**config.mk**
```make
export PLATFORM = sky130hd
export DESIGN_NAME = barrel_shift_unit
export DESIGN_NICKNAME = d
export VERILOG_FILES = /design/src/rtl/shift_pkg.sv /design/src/rtl/shift_amt_sel.sv /design/src/rtl/shift_fill_gen.sv /design/src/rtl/shift_stage.sv /design/src/rtl/barrel_shift_unit.sv
export SDC_FILE = /design/constraint.sdc
export NUM_CORES = 1
export LEC_CHECK = 0
export BUFFER_PORTS_ARGS = -buffer_cell sky130_fd_sc_hd__buf_2
export CAP_MARGIN = 20
export CORE_UTILIZATION = 30
export DETAILED_ROUTE_END_ITERATION = 10
export PLACE_DENSITY = 0.51
export SETUP_SLACK_MARGIN = 0.4
export SLEW_MARGIN = 20
export SYNTH_ARGS = -nofsm -noshare
export SYNTH_HDL_FRONTEND = slang
export SYNTH_SLANG_ARGS = --single-unit
export TNS_END_PERCENT = 5
```
**constraint.sdc**
```tcl
create_clock -name clk_i -period 0.8 [get_ports clk_i]
set_input_delay 0.24 -clock clk_i [delete_from_list [all_inputs] [get_ports clk_i]]
set_output_delay 0.24 -clock clk_i [all_outputs]
set_load 0.02 [all_outputs]
```
**src/rtl/shift_pkg.sv**
```systemverilog
package shift_pkg;
  typedef enum logic [1:0] {
    MODE_SLL = 2'b00,
    MODE_SRL = 2'b01,
    MODE_SRA = 2'b10,
    MODE_RSV = 2'b11
  } shift_mode_e;
endpackage

```
**src/rtl/shift_amt_sel.sv**
```systemverilog
module shift_amt_sel #(
  parameter int W  = 32,
  parameter int AW = $clog2(W)
) (
  input  logic [AW-1:0] amt_imm_i,
  input  logic [W-1:0]  amt_reg_i,
  input  logic          amt_sel_i,
  output logic [AW-1:0] amt_o
);
  logic unused_hi;
  assign unused_hi = ^amt_reg_i[W-1:AW];
  assign amt_o = amt_sel_i ? amt_imm_i : amt_reg_i[AW-1:0];
endmodule

```
**src/rtl/shift_fill_gen.sv**
```systemverilog
module shift_fill_gen #(
  parameter int W = 32
) (
  input  logic [1:0] mode_i,
  input  logic       msb_i,
  output logic       left_o,
  output logic       fill_o
);
  import shift_pkg::*;
  // reserved code falls through to logical right
  always_comb begin
    left_o = 1'b0;
    fill_o = 1'b0;
    case (shift_mode_e'(mode_i))
      MODE_SLL: left_o = 1'b1;
      MODE_SRA: fill_o = msb_i;
      default:  ;
    endcase
  end
endmodule

```
**src/rtl/shift_stage.sv**
```systemverilog
module shift_stage #(
  parameter int W = 32,
  parameter int S = 1
) (
  input  logic [W-1:0] d_i,
  input  logic         en_i,
  input  logic         left_i,
  input  logic         fill_i,
  output logic [W-1:0] q_o
);
  logic [W-1:0] shl, shr;
  assign shl = {d_i[W-1-S:0], {S{1'b0}}};
  assign shr = {{S{fill_i}}, d_i[W-1:S]};
  assign q_o = !en_i ? d_i : (left_i ? shl : shr);
endmodule

```
**src/rtl/barrel_shift_unit.sv**
```systemverilog
module barrel_shift_unit #(
  parameter int W = 32,
  parameter int AW = $clog2(W)
) (
  input  logic          clk_i,
  input  logic          rst_ni,
  input  logic [W-1:0]  data_i,
  input  logic [AW-1:0] amt_imm_i,
  input  logic [W-1:0]  amt_reg_i,
  input  logic          amt_sel_i,
  input  logic [1:0]    mode_i,
  output logic [W-1:0]  result_o
);
  logic [AW-1:0] amt;
  logic          left, fill;
  logic [W-1:0]  lvl [AW+1];

  shift_amt_sel #(.W(W), .AW(AW)) i_amt (
    .amt_imm_i(amt_imm_i), .amt_reg_i(amt_reg_i),
    .amt_sel_i(amt_sel_i), .amt_o(amt)
  );

  shift_fill_gen #(.W(W)) i_fill (
    .mode_i(mode_i), .msb_i(data_i[W-1]), .left_o(left), .fill_o(fill)
  );

  assign lvl[0] = data_i;

  for (genvar k = 0; k < AW; k++) begin : g_lvl
    shift_stage #(.W(W), .S(1 << k)) i_stage (
      .d_i(lvl[k]), .en_i(amt[k]), .left_i(left),
      .fill_i(fill), .q_o(lvl[k+1])
    );
  end

  always_ff @(posedge clk_i or negedge rst_ni) begin
    if (!rst_ni) result_o <= '0;
    else         result_o <= lvl[AW];
  end
endmodule

```
== Word-level counts from Yosys, hierarchy flattened ==
Index checks and enable logic that the tools add are counted.
Cells by class
  equal/unequal tests: 1
  muxes and demuxes: 13
  reductions and logical operators: 1
Operator list (number)
  $mux W32: 10
  $mux W5: 1
  $eq A2 B2 Y1 const B: 1
  $logic_not A2 Y1: 1
  $mux W1: 2
Word-level totals
  register bits: 32
  bits of input ports: 74
  output and inout port bits: 32
  logic and storage cells: 16

== Logic depth before layout (Yosys ltp) ==
  depth in word-level cells: 12
  depth in mapped cells: 11

== Hierarchy ==
Synthesis repeated with hierarchy kept, for this count alone.
Unflattened totals
  cells, all modules: 522
  area, all modules: 4119.0 um2
Modules (own cells, without submodules)
  barrel_shift_unit: instances 1, cells an instance 32, area each 800.8 um2, seq. area each 800.8 um2
  shift_stage at g_lvl[0].i_stage: instances 1, cells an instance 107, area each 704.4 um2, seq. area each 0.0 um2
  shift_stage at g_lvl[1].i_stage: instances 1, cells an instance 105, area each 694.4 um2, seq. area each 0.0 um2
  shift_stage at g_lvl[2].i_stage: instances 1, cells an instance 99, area each 631.9 um2, seq. area each 0.0 um2
  shift_stage at g_lvl[4].i_stage: instances 1, cells an instance 79, area each 631.9 um2, seq. area each 0.0 um2
  shift_stage at g_lvl[3].i_stage: instances 1, cells an instance 93, area each 586.8 um2, seq. area each 0.0 um2
  shift_amt_sel: instances 1, cells an instance 5, area each 56.3 um2, seq. area each 0.0 um2
  shift_fill_gen: instances 1, cells an instance 2, area each 12.5 um2, seq. area each 0.0 um2

== Worst setup path before layout ==
Ideal clock, no wire load.
  path kind: input -> register
  start: in amt_sel_i
  end: reg result_o[21]
  data arrival time: 2137 ps
  data required time: 672 ps
  slack: -1465 ps
  cell stages on the path: 9
  path through: buf_6 > mux2_4 > buf_6 > o21a_1 > a222oi_1 > o21ai_1 > a22o_1 > a2111oi_2 > nor2_1
Between the ends
  word-level cells in the longest chain between the ends: 10
RTL lines
  from (decl): RTL line barrel_shift_unit.sv:10  | input logic amt_sel_i,
  $mux W5 *: RTL line shift_amt_sel.sv:12  | assign amt_o = amt_sel_i ? amt_imm_i : amt_reg_i[AW-1:0];
  $mux W32 (8 in a row): RTL line shift_stage.sv:14  | assign q_o = !en_i ? d_i : (left_i ? shl : shr);
  $mux W32 *: RTL line shift_stage.sv:14
  named net g_lvl[4].i_stage.q_o[21]: RTL line shift_stage.sv:9  | output logic [W-1:0] q_o
  to (signal assigned): RTL line barrel_shift_unit.sv:38  | else result_o <= lvl[AW];
  to (decl): RTL line barrel_shift_unit.sv:12  | output logic [W-1:0] result_o
Mark *: on every way through the listed nets, which the timed path passes. The rest lies on a longest branch.

== Worst setup path in the final report ==
  start: in mode_i[1]
  end: reg result_o[9]
Between the ends
  word-level cells in the longest chain between the ends: 12
  elaborated cells between the ends (all ways): 14
RTL lines
  from (decl): RTL line barrel_shift_unit.sv:11  | input logic [1:0] mode_i,
  $logic_not A2 Y1: RTL line shift_fill_gen.sv:14  | case (shift_mode_e'(mode_i))
  $mux W1: RTL line shift_fill_gen.sv:14
  $mux W32 (9 in a row): RTL line shift_stage.sv:14
  $mux W32 *: RTL line shift_stage.sv:14
  named net g_lvl[4].i_stage.q_o[9]: RTL line shift_stage.sv:9
Marked as above.

==> reports/metrics.cfg <==
[floorplan]
die_x_um=132
num_rows=47
fp.coreArea_um2=16500
dieArea_um2=17400
start_util_pct=30.7
die_height_um=132
num_io_pins=106

[timing]
whs_ns=-0.0807
rsz0062_at_grt=yes
setup_tns_ns=-45.66
maxSlewViolCount=0
final.setup.worst_slack_ns=-1.33
tightest_slew_ns=0.484
layout_min_cycle_time_ns=2.13
final_hold_viol_count=32
max-slew-margin-rel_pct=67.6
timing.final.crit_share_pct=266
fmax_ghz=0.470
final-setup-viol-count=64

[synth]
synth_seq_cells=32
syn_area_per_cell_um2=6.70
synth-main-ff-cell=dfrtp_1
ys_top_cells_by_count=o21ai_0 (97), nor2_1 (85), nand2_1 (80), a21oi_1 (58), nor3_1 (50)
netlist_area_um2=5070
synth-seq-area-share_pct=15.8
netlist_instances=757
synth_top_cell_by_area=dfrtp_1
synth_top_area_share_pct=15.8
synth_area_leaders=dfrtp_1 (16%), o21ai_0 (9.6%), nor2_1 (6.3%), nand2_1 (5.9%), a21oi_1 (5.7%)
synth-async-reset-ratio_pct=100
synth_most_common_cell=o21ai_0
syn_nets=831
synth_edf_count=0
ys_warn_count=0
synth_cell_type_count=65

[place]
gp_congestion=0.993
io_buffers=78
placedCellCount=1281
hpwl_mm=20.8

[cts]
cts_sinks=32
ctsHtreeMaxLevel=2
clockBufferDepth=2
clk_pin_slew_worst_paths_ns=0.05
cts_root_buffer=clkbuf_16
cts_tree=built
numCtsBuffers=5

[detailed_routing]
wl_per_cell_um=20.0
firstDrtPassIters=6
via_per_inst=5.88
routed_wirelength_mm=25.9
drc=0
ant_nets=0
drt_iter0_drc=864
vias=7632

[final_layout]
nNetsFinal=1150
fin_cells=1297
synthToLayoutAreaGrowth_pct=70.4
drive_gt1_share_pct=47.4
top_regs=result_o x32
fillers=1609
diodes=0
largest_register=result_o
largest_reg_flops=32

[worst_setup_path]
crit_chain=buf_2 > buf_12 > buf_4 > o21a_1 > nor3_2 > nor2_1 > or3_1 > a311o_1 > a211o_1
end_kind=flip-flop
required_ns=0.96
cp_slowest_stage_delay_ns=0.39
cp.arrival_ns=2.29
cp_slowest_cell=a311o_1
path_buf_inv=3
cp_max_fo=12
cp_top_family=compound AO/OA/AOI/OAI gates
worstSetupPathType=in -> reg
crit_path_start_kind=primary input

[run_status]
violations=hold timing, setup timing
status=complete, but fails checks

[global_route]
grt_pass1_wl_mm=40.7
grt_pass1_vias=7216
antenna_found_initial=0
track_usage_pct=29.5
grt_max_degree=33
grt_overflow=0

[hold_path]
holdCritPathClass=in -> async

[power]
p_per_area_nw_per_um2=1280
p_leak_nw=3.80
p_total_mw=11.1
ir_worst_vdd_uv=830

[run]
cap_violations=0

==> report_power, final <==
group / switching, mW / internal (mW)
clock: 0.636 / 1.24
sequential: 0.0795 / 1.89
combinational: 3.94 / 3.26
==> layout by cell type, fill, tap and decap left out, types with 7 or more instances in the layout <==
master    synthesis  layout
buf_12            0      18
nor2_1           85      75
nand2_1          80      79
o22ai_1          10       8
dfrtp_1          32      32
nor2_2            1       8
nor3_2            0      14
nor3_1           50      36
a31oi_1           8       7
o21ai_1           1      24
a211oi_2          0      13
buf_6             2       8
a21oi_1          58      50
o211ai_1         25      25
a21oi_2           0       8
buf_2            23      75
o21ai_0          97      68
mux2_2            7       7
nor3b_2           0      10
o21a_1           22      22
mux2i_1          26      18
nand3_1          20      19
a211oi_1         26      13
buf_4             3     285
==> layout make-up <==
| cell class | instances | area (um^2) | area share (%) |
|---|---|---|---|
| Tap cell | 220 | 275 | 3.18 |
| Inverter | 6 | 22.5 | 0.260 |
| Sequential cell | 32 | 801 | 9.26 |
| Multi-Input combinational cell | 644 | 4420 | 51.1 |
| Timing Repair Buffer | 387 | 2980 | 34.5 |
| Clock buffer | 8 | 146 | 1.69 |
==> metrics by stage <==
stage	area (um^2)	setup slack (ns)	utilization, %
5_1_grt	8650	-1.39	52.3
3_3_place_gp	7890	-1.79	47.7
2_1_floorplan	5080	-1.42	-
3_5_place_dp	7890	-1.79	47.7
4_1_cts	8360	-1.35	50.6
6_report	8650	-1.33	52.3
==> cells by family after synthesis <==
| kind of cell | after synthesis | synth area share, % |
|---|---|---|
| DFF | 32 | 15.8 |
| AOI/OAI and AO/OA | 331 | 43.1 |
| and+or+nand+nor | 272 | 24.2 |
| buffers and inverters | 81 | 7.08 |
| xor gates and xnor gates | 1 | 0.173 |
| muxes | 40 | 9.64 |
==> repair_timing <==
action,4_1_cts,5_1_grt
hold endpoints to repair,32,32
gates resized for setup,73,79
setup endpoints to repair,64,64
buffers inserted,6,2
pin swaps,17,21
==> metal layers <==
metal / vias to the layer above / track usage (%) / wire length [um]
li1: 3550 / - / -
met1: 3568 / 43.1 / 11800
met2: 445 / 44.4 / 11000
met3: 69 / 3.04 / 2170
met4: 0 / 11.0 / 920
met5: - / 0 / 0
==> worst max path at each step <==
| stage | startpoint | endpoint | slack [ns] | cells past startpoint |
|---|---|---|---|---|
| finish | mode_i[1] | result_o[9] | -1.33 | 9 |
| global route | amt_sel_i | result_o[17] | -1.39 | 10 |
| CTS | amt_sel_i | result_o[21] | -1.35 | 10 |
| detailed placement | amt_sel_i | result_o[17] | -1.79 | 10 |
| global placement | amt_sel_i | result_o[17] | -1.79 | 10 |
| floorplan | amt_sel_i | result_o[21] | -1.42 | 9 |
Note: power is estimated with default switching activity, not from simulation.
